`config.mk`:
```
export PLATFORM = sky130hd
export DESIGN_NAME = sysport_ctrl
export DESIGN_NICKNAME = d
export VERILOG_FILES = /design/src/rtl/sysport_pkg.sv /design/src/rtl/sysport_decode.sv /design/src/rtl/sysport_state.sv /design/src/rtl/sysport_rdmux.sv /design/src/rtl/sysport_ctrl.sv
export SDC_FILE = /design/constraint.sdc
export NUM_CORES = 1
export LEC_CHECK = 0
export BUFFER_PORTS_ARGS = -buffer_cell sky130_fd_sc_hd__buf_2
export CAP_MARGIN = 25
export CELL_PAD_IN_SITES_DETAIL_PLACEMENT = 0
export CELL_PAD_IN_SITES_GLOBAL_PLACEMENT = 1
export CORE_ASPECT_RATIO = 1.2
export CORE_UTILIZATION = 36
export DETAILED_ROUTE_END_ITERATION = 16
export PLACE_DENSITY_LB_ADDON = 0.1
export SYNTH_ARGS = -nofsm -noshare
export SYNTH_HDL_FRONTEND = slang
export SYNTH_SLANG_ARGS = --single-unit
```
`constraint.sdc`:
```
create_clock -name clk -period 2.69 [get_ports clk]
set_input_delay 0.1345 -clock clk [delete_from_list [all_inputs] [get_ports clk]]
set_output_delay 0.1345 -clock clk [all_outputs]
set_load 0.02 [all_outputs]
```
`src/rtl/sysport_pkg.sv`:
```
package sysport_pkg;

  localparam int LOCK_CNT = 2;
  localparam int CODE_W   = 8;

  typedef enum logic [3:0] {
    PS_NONE, PS_SPECIAL, PS_CPUCFG, PS_FEAT, PS_STAT, PS_LIGHT, PS_EQUIP,
    PS_LOCK1, PS_LOCK2, PS_L2INV, PS_KEY, PS_SYSCTL, PS_CACHE, PS_MAPMODE
  } port_e;

  // Address to port class; the port numbers are fixed by the board software.
  function automatic port_e classify(input logic [15:0] a);
    case (a)
      16'h0092: return PS_SPECIAL;
      16'h0800: return PS_CPUCFG;
      16'h0802: return PS_FEAT;
      16'h0803: return PS_STAT;
      16'h0808: return PS_LIGHT;
      16'h080C: return PS_EQUIP;
      16'h0810: return PS_LOCK1;
      16'h0812: return PS_LOCK2;
      16'h0814: return PS_L2INV;
      16'h0818: return PS_KEY;
      16'h081C: return PS_SYSCTL;
      16'h0823: return PS_CACHE;
      16'h0850: return PS_MAPMODE;
      default:  return PS_NONE;
    endcase
  endfunction

  function automatic logic wr_accepted(input port_e p);
    case (p)
      PS_SPECIAL, PS_CPUCFG, PS_FEAT, PS_STAT, PS_LIGHT, PS_LOCK1,
      PS_LOCK2, PS_L2INV, PS_SYSCTL, PS_MAPMODE: return 1'b1;
      default: return 1'b0;
    endcase
  endfunction

  function automatic logic rd_mapped(input port_e p);
    case (p)
      PS_SPECIAL, PS_CPUCFG, PS_FEAT, PS_STAT, PS_EQUIP, PS_LOCK1,
      PS_KEY, PS_SYSCTL, PS_CACHE, PS_MAPMODE: return 1'b1;
      default: return 1'b0;
    endcase
  endfunction

  function automatic logic [CODE_W-1:0] fixed_code(input port_e p);
    case (p)
      PS_CPUCFG: return 8'hEF;
      PS_FEAT:   return 8'hAD;
      PS_STAT:   return 8'hE0;
      PS_EQUIP:  return 8'h3C;
      PS_LOCK1:  return 8'h39;
      PS_CACHE:  return 8'h03;
      default:   return 8'h00;
    endcase
  endfunction

  function automatic port_e lock_sel(input int i);
    return (i == 0) ? PS_LOCK1 : PS_LOCK2;
  endfunction

endpackage

```
`src/rtl/sysport_decode.sv`:
```
module sysport_decode
  import sysport_pkg::*;
#(
  parameter int ADDR_W = 12
) (
  input  logic [ADDR_W-1:0] addr,
  input  logic              wr,
  input  logic              rd,
  output port_e             sel,
  output logic              wr_hit,
  output logic              wr_miss,
  output logic              rd_req
);

  logic [15:0] addr_ext;

  assign addr_ext = 16'(addr);
  assign sel      = classify(addr_ext);
  assign wr_hit   = wr && wr_accepted(sel);
  assign wr_miss  = wr && !wr_accepted(sel);
  assign rd_req   = rd;

endmodule

```
`src/rtl/sysport_state.sv`:
```
module sysport_state
  import sysport_pkg::*;
#(
  parameter int DATA_W = 8,
  parameter int CTL_W  = 4
) (
  input  logic                clk,
  input  logic                rst_n,
  input  port_e               sel,
  input  logic                wr_en,
  input  logic                wr_bad,
  input  logic [DATA_W-1:0]   wdata,
  output logic                soft_rst,
  output logic                le_mode,
  output logic                disk_led,
  output logic [LOCK_CNT-1:0] lock_pulse,
  output logic [CTL_W-1:0]    sys_ctl,
  output logic                io_map,
  output logic                wr_err
);

  always_ff @(posedge clk) begin
    if (!rst_n) begin
      soft_rst <= 1'b0;
      le_mode  <= 1'b0;
      disk_led <= 1'b0;
      sys_ctl  <= '0;
      io_map   <= 1'b0;
      wr_err   <= 1'b0;
    end else begin
      wr_err <= wr_bad;
      if (wr_en) begin
        case (sel)
          PS_SPECIAL: begin
            soft_rst <= wdata[0];
            le_mode  <= wdata[1];
          end
          PS_LIGHT:   disk_led <= wdata[0];
          PS_SYSCTL:  sys_ctl  <= wdata[CTL_W-1:0];
          PS_MAPMODE: io_map   <= wdata[0];
          default: ;
        endcase
      end
    end
  end

  for (genvar i = 0; i < LOCK_CNT; i++) begin : g_lock
    always_ff @(posedge clk) begin
      if (!rst_n) lock_pulse[i] <= 1'b0;
      else        lock_pulse[i] <= wr_en && (sel == lock_sel(i));
    end

    // a pulse ends after one cycle unless a fresh write to its port arrives
    p_lock_one_r4: assert property (@(posedge clk) disable iff (!rst_n)
      (lock_pulse[i] && !(wr_en && sel == lock_sel(i))) |=> !lock_pulse[i]);
  end

  p_lock_excl_r4: assert property (@(posedge clk) disable iff (!rst_n)
    $onehot0(lock_pulse));

  p_softrst_hold_r2: assert property (@(posedge clk) disable iff (!rst_n)
    !(wr_en && sel == PS_SPECIAL) |=> $stable(soft_rst) && $stable(le_mode));

  p_sysctl_hold_r5: assert property (@(posedge clk) disable iff (!rst_n)
    !(wr_en && sel == PS_SYSCTL) |=> $stable(sys_ctl));

  p_ro_ignored_r8: assert property (@(posedge clk) disable iff (!rst_n)
    (wr_en && sel inside {PS_CPUCFG, PS_FEAT, PS_STAT})
      |=> $stable({soft_rst, le_mode, disk_led, sys_ctl, io_map})
          && (lock_pulse == '0) && !wr_err);

  p_err_quiet_r10: assert property (@(posedge clk) disable iff (!rst_n)
    wr_err |-> (lock_pulse == '0));

endmodule

```
`src/rtl/sysport_rdmux.sv`:
```
module sysport_rdmux
  import sysport_pkg::*;
#(
  parameter int DATA_W = 8,
  parameter int CTL_W  = 4
) (
  input  logic              clk,
  input  logic              rst_n,
  input  logic              rd,
  input  port_e             sel,
  input  logic [CTL_W-1:0]  sys_ctl,
  input  logic              io_map,
  output logic [DATA_W-1:0] rdata
);

  logic [DATA_W-1:0] rd_next;

  always_comb begin
    case (sel)
      PS_SYSCTL:  rd_next = DATA_W'(sys_ctl);
      PS_MAPMODE: rd_next = DATA_W'(io_map);
      default:    rd_next = rd_mapped(sel) ? DATA_W'(fixed_code(sel)) : '1;
    endcase
  end

  always_ff @(posedge clk) begin
    if (!rst_n)  rdata <= '0;
    else if (rd) rdata <= rd_next;
  end

  p_rdata_hold_r11: assert property (@(posedge clk) disable iff (!rst_n)
    !rd |=> $stable(rdata));

  p_cpucfg_code_r7: assert property (@(posedge clk) disable iff (!rst_n)
    (rd && sel == PS_CPUCFG) |=> (rdata == DATA_W'(8'hEF)));

  p_l2inv_float_r9: assert property (@(posedge clk) disable iff (!rst_n)
    (rd && sel == PS_L2INV) |=> (rdata == '1));

endmodule

```
`src/rtl/sysport_ctrl.sv`:
```
module sysport_ctrl
  import sysport_pkg::*;
#(
  parameter int ADDR_W = 12,
  parameter int DATA_W = 8,
  parameter int CTL_W  = 4
) (
  input  logic                clk,
  input  logic                rst_n,
  input  logic [ADDR_W-1:0]   bus_addr,
  input  logic                bus_wr,
  input  logic                bus_rd,
  input  logic [DATA_W-1:0]   bus_wdata,
  output logic [DATA_W-1:0]   bus_rdata,
  output logic                soft_rst_o,
  output logic                le_mode_o,
  output logic                disk_led_o,
  output logic [LOCK_CNT-1:0] nv_lock_pulse_o,
  output logic [CTL_W-1:0]    sys_ctl_o,
  output logic                io_noncontig_o,
  output logic                wr_err_o
);

  port_e sel;
  logic  wr_hit;
  logic  wr_miss;
  logic  rd_req;

  sysport_decode #(.ADDR_W(ADDR_W)) u_dec (
    .addr    (bus_addr),
    .wr      (bus_wr),
    .rd      (bus_rd),
    .sel     (sel),
    .wr_hit  (wr_hit),
    .wr_miss (wr_miss),
    .rd_req  (rd_req)
  );

  sysport_state #(.DATA_W(DATA_W), .CTL_W(CTL_W)) u_state (
    .clk        (clk),
    .rst_n      (rst_n),
    .sel        (sel),
    .wr_en      (wr_hit),
    .wr_bad     (wr_miss),
    .wdata      (bus_wdata),
    .soft_rst   (soft_rst_o),
    .le_mode    (le_mode_o),
    .disk_led   (disk_led_o),
    .lock_pulse (nv_lock_pulse_o),
    .sys_ctl    (sys_ctl_o),
    .io_map     (io_noncontig_o),
    .wr_err     (wr_err_o)
  );

  sysport_rdmux #(.DATA_W(DATA_W), .CTL_W(CTL_W)) u_rd (
    .clk     (clk),
    .rst_n   (rst_n),
    .rd      (rd_req),
    .sel     (sel),
    .sys_ctl (sys_ctl_o),
    .io_map  (io_noncontig_o),
    .rdata   (bus_rdata)
  );

  // an error flag only follows a write the decoder rejected
  p_err_cause_r10: assert property (@(posedge clk) disable iff (!rst_n)
    wr_err_o |-> $past(bus_wr));

endmodule

```
# [After elaboration in Yosys (flattened, before gate mapping)]
# Memory sizes are Yosys's and may differ from the RTL's.
# Cells that the tools add are included.
# W data, S select, Z words.
[op_classes] n_shift=0 div_mod_pow=0 n_eq_ne=24 n_mul=0 add_sub_neg=0 bitwise=0 n_reduce_logical=10 n_mux=5 order_cmp=0
[ops] operator="$eq A12 B12 Y1 const B" count=12
[ops] operator="$pmux W4 S13" count=1
[ops] operator="$pmux W8 S6" count=1
[ops] operator="$eq A4 B3 Y1 const B" count=4
[ops] operator="$eq A4 B4 Y1 const B" count=4
[ops] operator="$pmux W8 S2" count=1
[ops] operator="$eq A12 B8 Y1 const B" count=1
[ops] operator="$eq A4 B2 Y1 const B" count=2
[ops] operator="$mux W8" count=1
[ops] operator="$reduce_and A2 Y1" count=4
[ops] operator="$eq A4 B1 Y1 const B" count=1
[ops] operator="$logic_and A1 B1 Y1" count=4
[ops] operator="$reduce_or A2 Y1" count=1
[ops] operator="$logic_not A1 Y1" count=1
[ops] operator="$mux W1" count=1
[totals] mem_bits_ro=48 latch_bits=0 ff_bits=19 ramBits=0 mem_count=3 output_inout_bits=19 word_cells=51 in_bits=24
[mem_list] memory="(no name shown)" depth=16 width=1 rd=1 rd_clocked_by_memory_dff=0 write_ports=0 line_no="sysport_pkg.sv:32" rtl="case (p)"
[mem_list] memory="(no name shown)" depth=16 width=1 rd=1 rd_clocked_by_memory_dff=0 write_ports=0 line_no="sysport_pkg.sv:32"
[mem_list] memory="(no name shown)" depth=16 width=1 rd=1 rd_clocked_by_memory_dff=0 write_ports=0 line_no="sysport_pkg.sv:40" rtl="case (p)"

# [Longest topological paths before layout]
# Gate-level depths: netlist (run 1).
[logic_depth] depth_word=7 mapped_depth=7 mapped_depth_nobuf=6

# [Modules after synthesis]
# From an unflattened synthesis (run 1), not the netlist that was laid out.
[unflattened] cells_unflattened=154 hier_area_um2=1320.0
[modules_own_cells] module="sysport_rdmux" n_inst=1 cells_each=65 seq_area_each_um2=160.2 area_per_inst_um2=543.0
[modules_own_cells] module="sysport_state" n_inst=1 cells_each=43 seq_area_each_um2=220.2 area_per_inst_um2=436.7
[modules_own_cells] module="sysport_decode" n_inst=1 cells_each=46 seq_area_each_um2=0.0 area_per_inst_um2=340.3

# [Worst setup path before layout (run 1)]
# Ideal clock, no wire load.
[synth_path] path_kind="input -> register" startpoint="input port bus_addr[0]" endpoint="register u_state.sys_ctl[0]" setup_ps=120 slack_ps=794 required_ps=2570 n_path_buf=1 arrival_ps=1777 stages=7 path_cell_list="buf_2 > or3_4 > a2111oi_4 > a211oi_2 > or4_4 > mux2i_1 > nor2_1"
[synth_via] elab_chain_len=5 elab_cells_between_ends=18 cone_classes="eq/ne: 14; mux: 1; reduce/logical: 2; memory: 1"
[synth_lines] element="from (decl)" line_no="sysport_ctrl.sv:10" rtl="input logic [ADDR_W-1:0] bus_addr,"
[synth_lines] element="$eq A12 B12 Y1 or $eq A12 B8 Y1 (tied branches)" line_no="sysport_pkg.sv:13" rtl="case (a)"
[synth_lines] element="$pmux W4 S13 (*)" line_no="sysport_pkg.sv:13"
[synth_lines] element="$mem_v2 Z16 W1"
[synth_lines] element="$logic_and A1 B1 Y1" line_no="sysport_decode.sv:19" rtl="assign wr_hit = wr && wr_accepted(sel);"
[synth_lines] element="$reduce_and A2 Y1 (no source line) (*)"
[synth_lines] element="to (signal assigned)" line_no="sysport_state.sv:39" rtl="PS_SYSCTL: sys_ctl <= wdata[CTL_W-1:0];"
[synth_lines] element="to (decl)" line_no="sysport_state.sv:17" rtl="output logic [CTL_W-1:0] sys_ctl,"
# Every way passes the cells marked *; elsewhere a longest branch is shown, timed or not.
# A chain may end at the register's enable or synchronous reset.

# [Worst setup path after layout (run 1)]
[layout_path] startpoint="input port bus_addr[9]" endpoint="register u_rd.rdata[0]"
[layout_via] elab_chain_len=6 elab_cells_between_ends=27 cone_classes="eq/ne: 21; mux: 5; memory: 1"
[layout_lines] element="$eq A12 B12 Y1 or $eq A12 B8 Y1 (tied branches)" line_no="sysport_pkg.sv:13"
[layout_lines] element="$pmux W4 S13 (*)" line_no="sysport_pkg.sv:13"
[layout_lines] element="$mem_v2 Z16 W1 (tied with other cells)"
[layout_lines] element="$mux W1 or $pmux W8 S6 (tied branches)" line_no="sysport_rdmux.sv:19, sysport_pkg.sv:48"
[layout_lines] element="$mux W8" line_no="sysport_rdmux.sv:22" rtl="default: rd_next = rd_mapped(sel) ? DATA_W'(fixed_code(sel)) : '1;"
[layout_lines] element="$pmux W8 S2 (*)" line_no="sysport_rdmux.sv:19" rtl="case (sel)"
[layout_lines] element="to (signal assigned)" line_no="sysport_rdmux.sv:28" rtl="else if (rd) rdata <= rd_next;"
[layout_lines] element="to (decl)" line_no="sysport_rdmux.sv:13" rtl="output logic [DATA_W-1:0] rdata"
# Every way passes the cells marked *; elsewhere a longest branch is shown, timed or not. The select of a mux whose other input is x is not followed.

==> flow_metrics.py, run 1 <==
metrics = {
    "outcome": {
        "status": "complete, no violations",
    },
    "sta": {
        "drv_slew": 0,
        "max_slew_margin": 0.705,
        "grt_setup_unrepaired": "false",
        "setup_viol": 0,
        "hold_viol": 0,
        "fin_skew_ns": 0.00175,
        "finalCritPeriodShare": 0.729,
        "tightest_slew_ns": 0.437,
        "max_freq_mhz": 510,
        "tns_ns": 0,
        "min_period_ns": 1.96,
    },
    "global_route": {
        "antenna_found_initial": 0,
        "grt_pass1_wl_um": 6760,
        "globalRouteMet2Util": 0.340,
        "track_usage": 0.210,
        "grt_pass1_vias": 1381,
        "use_met3": 0.0204,
        "grt_max_degree": 16,
        "overflow": 0,
        "busiest_layer": "met2",
        "met1_usage": 0.286,
    },
    "run": {
        "maxCapViolations": 0,
    },
    "route": {
        "vias_per_cell": 5.74,
        "drtIter0Drc": 77,
        "dr.pass1.iters": 4,
        "postRouteAntennaNets": 0,
        "via_count": 1521,
        "drc": 0,
        "wl_per_cell_um": 15.3,
        "routed_wirelength_um": 4050,
    },
    "cts": {
        "post_cts_resized": 0,
        "cts_buffers": 3,
        "cts_root_buf": "clkbuf_8",
        "postCtsSetupBuffers": 0,
        "cts_tree": "yes",
        "clkTransAtPathRegs_ns": 0.07,
        "h-tree-depth": 1,
        "hold_buffers": 0,
        "clk_path_buf_depth": 2,
        "worstSkewPairLatency_ns": 0.25,
        "cts_sinks": 19,
    },
    "synthesis": {
        "yosysTopAreaCellShare": 0.272,
        "synthTopCellsByCount": "dfxtp_1 (19), nand2_1 (16), nand3_1 (13), a21oi_1 (12), nor2_1 (12)",
        "synthesis.nets": 200,
        "yosysUniqueCellTypes": 60,
        "yosys.area_share.simple": 0.348,
        "syn-cell-area_um2": 1400,
        "synth_compound_area_frac": 0.290,
        "yosys-mux-area-fraction": 0.0286,
        "synthAdderAreaFrac": 0.00716,
        "synth.largest_area_cell": "dfxtp_1",
        "yosys_warnings": 0,
        "synth_flop_cell": "dfxtp_1",
        "synth_edf_count": 0,
        "synth_area_leaders": "dfxtp_1 (27%), nand3_1 (4.7%), a21oi_1 (4.3%), nand2_1 (4.3%), a211oi_1 (3.8%)",
        "yosysMostFrequentCell": "dfxtp_1",
        "synth-xor-area-share": 0.00626,
        "ys_seq_area_frac": 0.272,
        "synth_top_family_by_area": "simple AND/OR/NAND/NOR gates",
        "async_flop_share": 0,
        "avgSynthCellArea_um2": 7.95,
        "syn-instance-count": 176,
        "synth.ff_latch_count": 19,
    },
    "worst_setup_path": {
        "end_kind": "flop",
        "critPathRequiredTime_ns": 2.82,
        "crit_fanout": 5,
        "setup.worst_path.start_class": "primary input",
        "arrival_ns": 2.09,
        "crit_type": "in -> reg",
    },
    "die": {
        "row_count": 24,
        "dieWidth_um": 58.9,
        "die_y_um": 70.3,
        "ios": 43,
        "initial_core_util": 0.382,
        "core-area_um2": 3660,
        "die-area_um2": 4140,
    },
    "finish": {
        "syn_to_final_growth_pct": 20.9,
        "fin_nets": 238,
        "nFillCells": 395,
        "drive_gt1_frac": 0.277,
        "post-route-util": 0.462,
        "diodes": 0,
    },
    "place": {
        "portBuffers": 38,
        "dp_hpwl_um": 3130,
        "place_congestion": 0.916,
    },
    "power": {
        "vdd_drop_max_v": 0.000276,
        "p_total_uw": 614,
        "p_leak_uw": 0.000655,
        "power.density_nw_per_um2": 363,
    },
    "hold_path": {
        "hold_path_class": "in -> reg",
    },
}
[path summary, 6_finish.rpt]
check	start	cells past startpoint	end	slack [ns]
worst min register to register	u_state.soft_rst	2	u_state.soft_rst	0.45
worst max register to register	u_state.io_map	3	u_rd.rdata[0]	1.81
worst min-delay path	bus_wdata[3]	3	u_state.sys_ctl[3]	0.13
worst max-delay path	bus_addr[9]	7	u_rd.rdata[0]	0.73
[where the power goes]
group / switching [uW] / internal (uW) / total (uW)
Sequential: 3.89 / 291 / 295
Clock: 90.3 / 105 / 196
Combinational: 80.4 / 43.6 / 124
Total: 175 / 440 / 614
[final cells by class]
cell class / instances / area [um^2] / area share
multi-input cells: 141 / 951 / 0.562
flip-flops and latches: 19 / 380 / 0.225
repair buffers: 43 / 228 / 0.135
well taps: 52 / 65.1 / 0.0385
clock buffers: 4 / 45.0 / 0.0266
inverters: 6 / 22.5 / 0.0133
[critical path: stages]
cell,delay (ns)
buf_2,0.12
or4b_1,0.59
nor2_1,0.28
nand3_1,0.19
and2_1,0.23
a211oi_1,0.39
o211ai_1,0.15
[kinds of logic after synthesis]
kind of cell | after synthesis
multiplexers | 4
flip-flops | 19
buffers and inverters | 16
AO/OA/AOI/OAI | 54
AND/OR/NAND/NOR | 81
adder cells (fa/ha/maj) | 1
XOR/XNOR | 1
[cell usage in the layout, fill, tap and decap left out, types with 3 or more instances in the layout]
master / netlist / routed
buf_4: 0 / 5
o21ai_1: 5 / 5
clkbuf_8: 0 / 3
a31oi_1: 3 / 3
a21oi_1: 12 / 12
nor3_1: 4 / 4
a211oi_1: 7 / 7
inv_1: 6 / 6
a211o_1: 3 / 3
buf_2: 6 / 38
nand3_1: 13 / 13
mux2i_1: 4 / 4
dfxtp_1: 19 / 19
nand2_1: 16 / 16
nor2b_1: 3 / 3
o21ai_0: 4 / 4
nor2_1: 12 / 12
[metrics by stage]
stage	cells	cell area [um^2]	setup slack, ns	hold slack [ns]
floorplan	176	1400	0.794	0.273
global placement	261	1650	0.511	0.393
detailed placement	261	1650	0.484	0.405
CTS	265	1690	0.749	0.135
global route	265	1690	0.615	0.137
finish	265	1690	0.728	0.134
[registers in the layout (all words and copies together) (netlist names)]
name,count
u_state.le_mode,1
u_state.wr_err,1
u_state.soft_rst,1
u_state.disk_led,1
u_state.sys_ctl,4
u_state.lock_pulse,2
u_rd.rdata,8
u_state.io_map,1
[routing by layer]
layer  share of wire  vias to the layer above
li1                -                      749
met1            0.45                      713
met2            0.48                       53
met3           0.050                        6
met4           0.017                        0
met5               0                        -
Note: power is estimated with default switching activity, not from simulation.
==> run 2: changes to the inputs <==
--- a/config.mk
+++ b/config.mk
@@ -10,7 +10,7 @@
 export CELL_PAD_IN_SITES_DETAIL_PLACEMENT = 0
 export CELL_PAD_IN_SITES_GLOBAL_PLACEMENT = 1
 export CORE_ASPECT_RATIO = 1.2
-export CORE_UTILIZATION = 36
+export CORE_UTILIZATION = 33
 export DETAILED_ROUTE_END_ITERATION = 16
 export PLACE_DENSITY_LB_ADDON = 0.1
 export SYNTH_ARGS = -nofsm -noshare
==> constraint.sdc (replaced) <==
create_clock -name clk -period 1.8 [get_ports clk]
set_input_delay 0.09 -clock clk [delete_from_list [all_inputs] [get_ports clk]]
set_output_delay 0.09 -clock clk [all_outputs]
set_load 0.02 [all_outputs]
==> run 2 against run 1 <==
Clock power increased by 52%. Core utilization increased by 7.0 points. Hold slack got worse by 0.048 ns. Clock skew down 0.0012 ns. Final area increased by 26%. Sequential cell count stayed put. Total power increased by 60%. Critical path depth is 1 higher. Sequential power rose by 49%. Cell count up 19%. Combinational power up 95%. Global-route usage increased by 2.1 points. Critical endpoint is now u_state.wr_err. Largest cell class unchanged.
==> flow_metrics.py, run 2 (synthesis gave the netlist of run 1 again) <==
metrics = {
    "route": {
        "via_count": 1733,
        "routed_wirelength_um": 4880,
        "drc": 0,
        "dr.pass1.iters": 4,
        "postRouteAntennaNets": 0,
        "vias_per_cell": 5.48,
        "wl_per_cell_um": 15.4,
        "drtIter0Drc": 207,
    },
    "cts": {
        "h-tree-depth": 1,
        "worstSkewPairLatency_ns": 0.25,
        "clk_path_buf_depth": 2,
        "cts_buffers": 3,
        "cts_root_buf": "clkbuf_8",
        "clkTransAtPathRegs_ns": 0.07,
        "hold_buffers": 0,
        "cts_tree": "yes",
        "cts_sinks": 19,
    },
    "finish": {
        "reg_top3": "u_rd.rdata: 8 flops, u_state.sys_ctl: 4 flops, u_state.lock_pulse: 2 flops",
        "multi_input_area_um2": 1010,
        "nFillCells": 435,
        "fin_area_um2": 2130,
        "fin_cells": 316,
        "largest-register": "u_rd.rdata",
        "diodes": 0,
        "fin_nets": 287,
        "final_common_cell": "buf_4",
        "syn_to_final_growth_pct": 52.2,
        "final_cell_mix": "buf_4 (53), buf_2 (38), dfxtp_1 (19), nand2_1 (16), nand3_1 (13)",
        "regArea_um2": 380,
        "drive_gt1_frac": 0.439,
        "largest_register_ffs": 8,
        "post-route-util": 0.532,
    },
    "worst_setup_path": {
        "path_cells": "buf_2 -> or4b_1 -> buf_4 -> a21oi_2 -> buf_4 -> nor2_1 -> maj3_1 -> o21ai_1",
        "r2r_end": "u_rd.rdata[0]",
        "crit_type": "in -> reg",
        "critPathTopFamily": "simple AND/OR/NAND/NOR gates",
        "arrival_ns": 1.87,
        "cp_common_cell": "buf_4",
        "ff2ff_path_depth": 3,
        "r2r-start": "u_state.io_map",
        "critPathRequiredTime_ns": 1.98,
        "end_kind": "flop",
        "setup.worst_path.start_class": "primary input",
        "crit_buf_inv": 3,
        "worstSetupStartpoint": "bus_addr[9]",
        "cp_slowest_cell": "or4b_1",
        "crit_fanout": 4,
        "crit_path_max_incr_delay_ns": 0.58,
        "timing.reg2reg.setup_slack_ns": 0.92,
    },
    "place": {
        "place_area_um2": 2040,
        "place_congestion": 0.951,
        "dp_hpwl_um": 3850,
        "dp_cells": 312,
        "portBuffers": 38,
    },
    "power": {
        "p_leak_uw": 0.000934,
        "vdd_drop_max_v": 0.000475,
        "power.density_nw_per_um2": 460,
    },
    "hold_path": {
        "hold_start": "bus_wdata[3]",
        "hold_end": "u_state.sys_ctl[3]",
        "hold_path_class": "in -> reg",
        "holdPathStages": 3,
    },
    "die": {
        "row_count": 25,
        "die_y_um": 73.3,
        "initial_core_util": 0.349,
        "ios": 43,
        "dieWidth_um": 61.4,
        "die-area_um2": 4500,
        "core-area_um2": 4000,
    },
    "sta": {
        "hold_viol": 0,
        "drv_slew": 0,
        "min_period_ns": 1.69,
        "max_freq_mhz": 590,
        "tightest_slew_ns": 0.599,
        "max_slew_margin": 0.597,
        "fin_skew_ns": 0.000559,
        "finalCritPeriodShare": 0.941,
        "setup_viol": 0,
    },
    "global_route": {
        "overflow": 0,
        "antenna_found_initial": 0,
        "grt_max_degree": 15,
        "grt_pass1_vias": 1667,
        "track_usage": 0.232,
        "grt_pass1_wl_um": 7830,
    },
    "run": {
        "maxCapViolations": 0,
    },
    "outcome": {
        "status": "complete, no violations",
    },
}
==> run 2: worst register-to-register path, cell delays in order (launching register included) <==
cell	delay [ns]
dfxtp_1	0.33
a21o_1	0.16
o221ai_1	0.16
o211ai_1	0.11
==> run 2: area by class of cell <==
| cell class | instances | share of cell area |
|---|---|---|
| Clock buffer | 4 | 0.0212 |
| Inverter | 6 | 0.0106 |
| Multi-Input combinational cell | 141 | 0.472 |
| Sequential cell | 19 | 0.179 |
| Tap cell | 54 | 0.0317 |
| Timing Repair Buffer | 92 | 0.286 |
==> run 2: how the worst max path moves through the flow <==
| stage | endpoint | slack, ns | cells past startpoint |
|---|---|---|---|
| finish | u_state.wr_err | 0.11 | 8 |
| global route | u_rd.rdata[0] | -0.01 | 11 |
| CTS | u_rd.rdata[0] | 0.03 | 9 |
| detailed placement | u_state.wr_err | -0.23 | 8 |
| global placement | u_rd.rdata[0] | -0.21 | 9 |
| floorplan | u_rd.rdata[0] | 0.004 | 7 |
==> run 2: metal layers <==
metal / wire (um) / part of all wire / global-route usage / vias up
li1: - / - / - / 855
met1: 2180 / 0.45 / 0.305 / 807
met2: 2410 / 0.49 / 0.396 / 61
met3: 194 / 0.040 / 0.0158 / 10
met4: 92 / 0.019 / 0.0741 / 0
met5: 0 / 0 / 0 / -
==> run 2: repair_timing <==
item / 4_1_cts / 5_1_grt
resized for setup: 0 / 9
setup buffers: 0 / 0
endpoints found under the setup margin: 0 / 12
==> run 2: metrics by stage <==
step                      power (uW)  setup WS [ns]  hold WS [ns]  setup TNS (ns)
after floorplan                  570        0.00394         0.228               0
after global placement           678         -0.214         0.355           -1.92
after detailed placement         682         -0.231         0.355           -2.15
after CTS                        977         0.0278        0.0846               0
after global routing            1020        -0.0102        0.0870         -0.0179
final                            980          0.105        0.0861               0
==> run 2: where the power goes <==
part           switching, uW  total [uW]  internal, uW
Clock                    140         298           157
Sequential              6.35         441           434
Combinational            137         242           105
